`config.mk`:
```
export PLATFORM = sky130hd
export DESIGN_NAME = bcd_rtc
export DESIGN_NICKNAME = d
export VERILOG_FILES = /design/src/rtl/bcd_rtc.sv
export SDC_FILE = /design/constraint.sdc
export NUM_CORES = 1
export LEC_CHECK = 0
export ABC_AREA = 0
export BUFFER_PORTS_ARGS = -buffer_cell sky130_fd_sc_hd__buf_2
export CAP_MARGIN = 40
export CELL_PAD_IN_SITES_DETAIL_PLACEMENT = 1
export CELL_PAD_IN_SITES_GLOBAL_PLACEMENT = 1
export CORE_UTILIZATION = 50
export CTS_BUF_LIST = sky130_fd_sc_hd__clkbuf_8
export CTS_CLUSTER_SIZE = 24
export DETAILED_ROUTE_END_ITERATION = 10
export HOLD_SLACK_MARGIN = 0.08
export PLACE_DENSITY = 0.92
export RECOVER_POWER = 25
export SYNTH_ARGS = -nofsm -noshare
export SYNTH_HDL_FRONTEND = slang
export SYNTH_SLANG_ARGS = --single-unit
```
`constraint.sdc`:
```
create_clock -name clk -period 4.5 [get_ports clk]
set_clock_uncertainty 0.1 [all_clocks]
set_input_delay 0.675 -clock clk [delete_from_list [all_inputs] [get_ports clk]]
set_output_delay 0.675 -clock clk [all_outputs]
set_load 0.01 [all_outputs]
```
`src/rtl/bcd_rtc.sv`:
```
module bcd_rtc #(
  parameter int SEC_CYCLES = 32768,
  parameter int PIR_HZ     = 1024
) (
  input  logic       clk,
  input  logic       rst_n,
  input  logic [7:0] addr_i,
  input  logic [7:0] wdata_i,
  input  logic       wr_i,
  input  logic       rd_i,
  output logic [7:0] rdata_o,
  output logic       irq_o
);
  localparam int HALF       = SEC_CYCLES / 2;
  localparam int CW         = $clog2(SEC_CYCLES);
  localparam int PIR_CYCLES = (SEC_CYCLES / PIR_HZ < 1) ? 1 : SEC_CYCLES / PIR_HZ;
  localparam int PW         = (PIR_CYCLES > 1) ? $clog2(PIR_CYCLES) : 1;

  logic [7:0]    clk_q [0:9];
  logic [6:0]    reg_a;
  logic          uip_q;
  logic [7:0]    reg_b;
  logic [CW-1:0] sec_cnt;
  logic [PW-1:0] pir_cnt;

  logic       div_off, tick, upd;
  logic [7:0] nxt [0:9];
  logic [9:0] adv;
  logic [7:0] last_day;
  logic [4:0] yr_mod;
  logic       leap, c_min, c_hr, c_day, c_mon, c_yr;

  function automatic logic [7:0] bcd_inc(input logic [7:0] v);
    return (v[3:0] == 4'd9) ? {v[7:4] + 4'd1, 4'd0} : {v[7:4], v[3:0] + 4'd1};
  endfunction

  assign div_off = reg_a[6:5] == 2'b11;
  assign tick    = !div_off && sec_cnt == CW'(SEC_CYCLES - 1);
  assign upd     = tick && !reg_b[7];
  assign irq_o   = reg_b[6] && pir_cnt == PW'(PIR_CYCLES - 1);

  // 10*t + u is congruent to 2*t + u modulo 4
  assign yr_mod = {clk_q[9][7:4], 1'b0} + {1'b0, clk_q[9][3:0]};
  assign leap   = yr_mod[1:0] == 2'b00;

  always_comb begin
    case (clk_q[8])
      8'h02:                      last_day = leap ? 8'h29 : 8'h28;
      8'h04, 8'h06, 8'h09, 8'h11: last_day = 8'h30;
      default:                    last_day = 8'h31;
    endcase
  end

  assign c_min = clk_q[0] == 8'h59;
  assign c_hr  = c_min && clk_q[2] == 8'h59;
  assign c_day = c_hr && clk_q[4] == 8'h23;
  assign c_mon = c_day && clk_q[7] == last_day;
  assign c_yr  = c_mon && clk_q[8] == 8'h12;

  always_comb begin
    for (int i = 0; i < 10; i++) nxt[i] = clk_q[i];
    adv    = '0;
    adv[0] = 1'b1;
    adv[2] = c_min;
    adv[4] = c_hr;
    adv[6] = c_day;
    adv[7] = c_day;
    adv[8] = c_mon;
    adv[9] = c_yr;
    nxt[0] = c_min ? 8'h00 : bcd_inc(clk_q[0]);
    nxt[2] = (clk_q[2] == 8'h59) ? 8'h00 : bcd_inc(clk_q[2]);
    nxt[4] = (clk_q[4] == 8'h23) ? 8'h00 : bcd_inc(clk_q[4]);
    nxt[6] = (clk_q[6] == 8'h07) ? 8'h01 : bcd_inc(clk_q[6]);
    nxt[7] = (clk_q[7] == last_day) ? 8'h01 : bcd_inc(clk_q[7]);
    nxt[8] = (clk_q[8] == 8'h12) ? 8'h01 : bcd_inc(clk_q[8]);
    nxt[9] = (clk_q[9] == 8'h99) ? 8'h00 : bcd_inc(clk_q[9]);
  end

  always_ff @(posedge clk or negedge rst_n) begin
    if (!rst_n) begin
      for (int i = 0; i < 10; i++) clk_q[i] <= (i >= 6 && i <= 8) ? 8'h01 : 8'h00;
    end else begin
      for (int i = 0; i < 10; i++) begin
        if (wr_i && addr_i == 8'(i)) clk_q[i] <= wdata_i;
        else if (upd && adv[i])      clk_q[i] <= nxt[i];
      end
    end
  end

  always_ff @(posedge clk or negedge rst_n) begin
    if (!rst_n) begin
      reg_a <= 7'h26;
      uip_q <= 1'b0;
      reg_b <= 8'h42;
    end else begin
      if (wr_i && addr_i == 8'h0A) reg_a <= wdata_i[6:0];
      if (wr_i && addr_i == 8'h0B) reg_b <= wdata_i;
      if (rd_i && addr_i == 8'h0A) uip_q <= ~uip_q;
    end
  end

  always_ff @(posedge clk or negedge rst_n) begin
    if (!rst_n)               sec_cnt <= '0;
    else if (div_off)         sec_cnt <= CW'(HALF);
    else if (tick)            sec_cnt <= '0;
    else                      sec_cnt <= sec_cnt + 1'b1;
  end

  always_ff @(posedge clk or negedge rst_n) begin
    if (!rst_n)               pir_cnt <= '0;
    else if (!reg_b[6])       pir_cnt <= '0;
    else if (irq_o)           pir_cnt <= '0;
    else                      pir_cnt <= pir_cnt + 1'b1;
  end

  always_comb begin
    if (addr_i < 8'h0A)       rdata_o = clk_q[addr_i[3:0]];
    else if (addr_i == 8'h0A) rdata_o = {uip_q, reg_a};
    else if (addr_i == 8'h0B) rdata_o = reg_b;
    else                      rdata_o = 8'h00;
  end
endmodule


```
==> metrics.md <==
| Metric | Value |
|---|---|
| FMAX | 285.4 MHz |
| CTS tree | built |
| Setup crit start kind | input pin |
| Finished Core Util | 56.78% |
| EDFF count, synth | 0 |
| Uppermost layer routed | met4 |
| Hpwl dp | 17490 um |
| DR WL met3 | 2113 um |
| Number of global-route vias before repair | 7061 |
| Leak pwr | 0.003343 uW |
| Most common cell in the netlist | dfrtp_1 |
| Die Wd | 122.7 um |
| GRT Total Usage | 34.81% |
| Synth top cells by count | 108 x dfrtp_1, 83 x nor2_1, 56 x nand2_1 |
| Status | finished with violations |
| Slew Limit Fails | 40 |
| Max-slew headroom | -39.49% |
| Sequential area share after synthesis | 40.02% |
| CP Class | in -> async |
| Arrival @ worst endpoint | 3810 ps |
| Grt total ovfl | 0 |
| Final wirelength | 24510 um |
| Final setup violation count | 0 |
| Ports | 29 |
| Worst vdd ir | 0.1850 mV |
| Pre-Repair DR Iteration Count | 7 |
| Final TNS setup | 0 ps |
| Syn_area_per_cell | 9.602 sq um |
| TritonCTS Sinks | 116 |
| Fraction of registers with async set/reset | 100.0% |
| Placer's final routability congestion estimate | 0.9155 |
| IO buf count | 28 |
| Mapped cell area | 7278 sq um |
| Htree depth | 4 |
| Top cells by area, synth | dfrtp_1 37%, mux2_2 6.0%, mux4_2 5.0% |
| P per Cell Area | 331.4 nW/um^2 |
| Post-synth top area cell | dfrtp_1 |
| Row cnt | 43 |
| Die area | 15040 sq um |
| Synth Flop Type | dfrtp_1 |
| Largest net degree at the start of global routing | 45 |
| Routed vias | 6696 |
| Slew of the pin with the lowest slew margin | 2092 ps |
| Seq cells post-synth | 116 |
| Avg WL per Cell | 25.30 um |
| Post-Syn Nets | 805 |
| Minimum clock period | 3503 ps |
| Num CTS Buffers | 17 |
| Final ANT Viol Nets | 0 |
| Hold Crit Class | in -> reg |
| Post-CTS Resized | 0 |
| Post CTS Setup Buffer Count | 0 |
| Max-Cap Viols | 1 |
| Share of cells above drive strength 1 | 18.27% |
| First-pass GRT wire length | 38650 um |
| Die Ht | 122.7 um |
| Post-synthesis instance total | 758 |
| Vias per Instance | 6.910 |
| Initial DRC Count | 560 |
| Metal-1 WL | 9534 um |
| Failing checks | max-capacitance violations, max-slew violations |
| Clock transition at path regs | 70 ps |
| Final period utilization | 77.85% |
| P&R area growth vs syn | 9.541% |
| Nets | 822 |
| Worst setup EP type | async pin |
| Critical Path RT | 4810 ps |
| Worst skew pair latency | 480 ps |
| Worst Path Max Fanout | 44 |
| RSZ-0062 raised after global routing | false |
| Area share of the largest cell type after synthesis | 37.13% |
| Maximum buffer depth of the clock tree | 2 |
| YS warnings | 0 |
| Hold violation total from the final report | 0 |
| Distinct cells, synth | 71 |
| Starting Density | 51.83% |
| Metal2 WL | 11930 um |
| Root Driver | clkbuf_8 |
| Antenna violations before repair | 1 |
| Core region area | 14040 sq um |
| Drt drc | 0 |
[cell families after synthesis]
group | after synthesis | synth area share (%)
DFF | 116 | 40.02
xor gates and xnor gates | 21 | 2.527
buffers and inverters | 59 | 3.198
muxes | 60 | 11.67
AOI/OAI and AO/OA | 189 | 17.35
and+or+nand+nor | 286 | 20.59
adders and majority gates | 27 | 4.642
[path summary, 6_finish.rpt]
check                           startpoint          end  slack, ps  cells past startpoint
worst max-delay path                 rst_n     clk_q[0]       1000                      3
worst min-delay path                  rd_i        uip_q        360                      3
worst max register to register   clk_q[44]    clk_q[22]       1270                      8
worst min register to register  sec_cnt[0]   sec_cnt[0]        370                      1
max in group clk                 addr_i[0]   rdata_o[1]       1010                      6
min in group asynchronous            rst_n  sec_cnt[13]       1240                      2
[registers in the layout, indices dropped and copies added (netlist names)]
name and flops:
reg_b 8, pir_cnt 5, reg_a 7, clk_q 80
sec_cnt 15, uip_q 1
[layout by cell type (no fill, tap or decap), drive strengths merged, types with 12 or more instances in the layout]
cell type and instances:
buf 32, a31oi 14, a21oi 43, a22oi 12
clkbuf 20, nand3 34, dfrtp 108, nand2 56
mux4 16, nand4 21, ha 27, xor2 14
nor2 84, mux2 39, o21ai 45, inv 23
[critical path: stages]
cell and delay, ps:
dlygate4sd3_1 520, clkbuf_1 1490, clkbuf_2 1090
[final cells by class]
class | count | area (sq um)
Fill cell | 1589 | 6070
Inverter | 22 | 82.58
Clock buffer | 18 | 247.7
Multi-Input combinational cell | 583 | 4133
Sequential cell | 116 | 2913
Clock inverter | 14 | 177.7
Timing Repair Buffer | 35 | 191.4
Antenna cell | 1 | 2.502
Tap cell | 180 | 225.2
[metrics by stage]
| step | hold WS [ps] | total power [uW] | instances | area (sq um) | setup slack (ps) |
|---|---|---|---|---|---|
| global placement | 340.6 | 1541 | 932 | 7518 | 1211 |
| finish | 363.5 | 2642 | 969 | 7973 | 996.7 |
| floorplan | 279.4 | 1443 | 758 | 7278 | 1454 |
| detailed placement | 354.4 | 1584 | 935 | 7553 | 1037 |
| global route | 353.4 | 2730 | 969 | 7973 | 431.7 |
| CTS | 360.5 | 2637 | 968 | 7989 | 1029 |
[power breakdown]
group / internal [uW] / switching [uW] / total, uW
registers: 1120 / 101 / 1220
logic: 145 / 216 / 361
clock network: 566 / 496 / 1060
[layer usage]
layer,vias to the layer above,track usage [%]
met2,344,56.74
met3,83,8.132
met1,3409,43.24
li1,2860,-
met4,0,17.23
met5,-,0
[what timing repair did]
item	4_1_cts	5_1_grt
hold buffers	1	0
hold endpoints to repair	3	0
setup endpoints to repair	0	0
No activity file was read; power rests on OpenSTA's default activity.
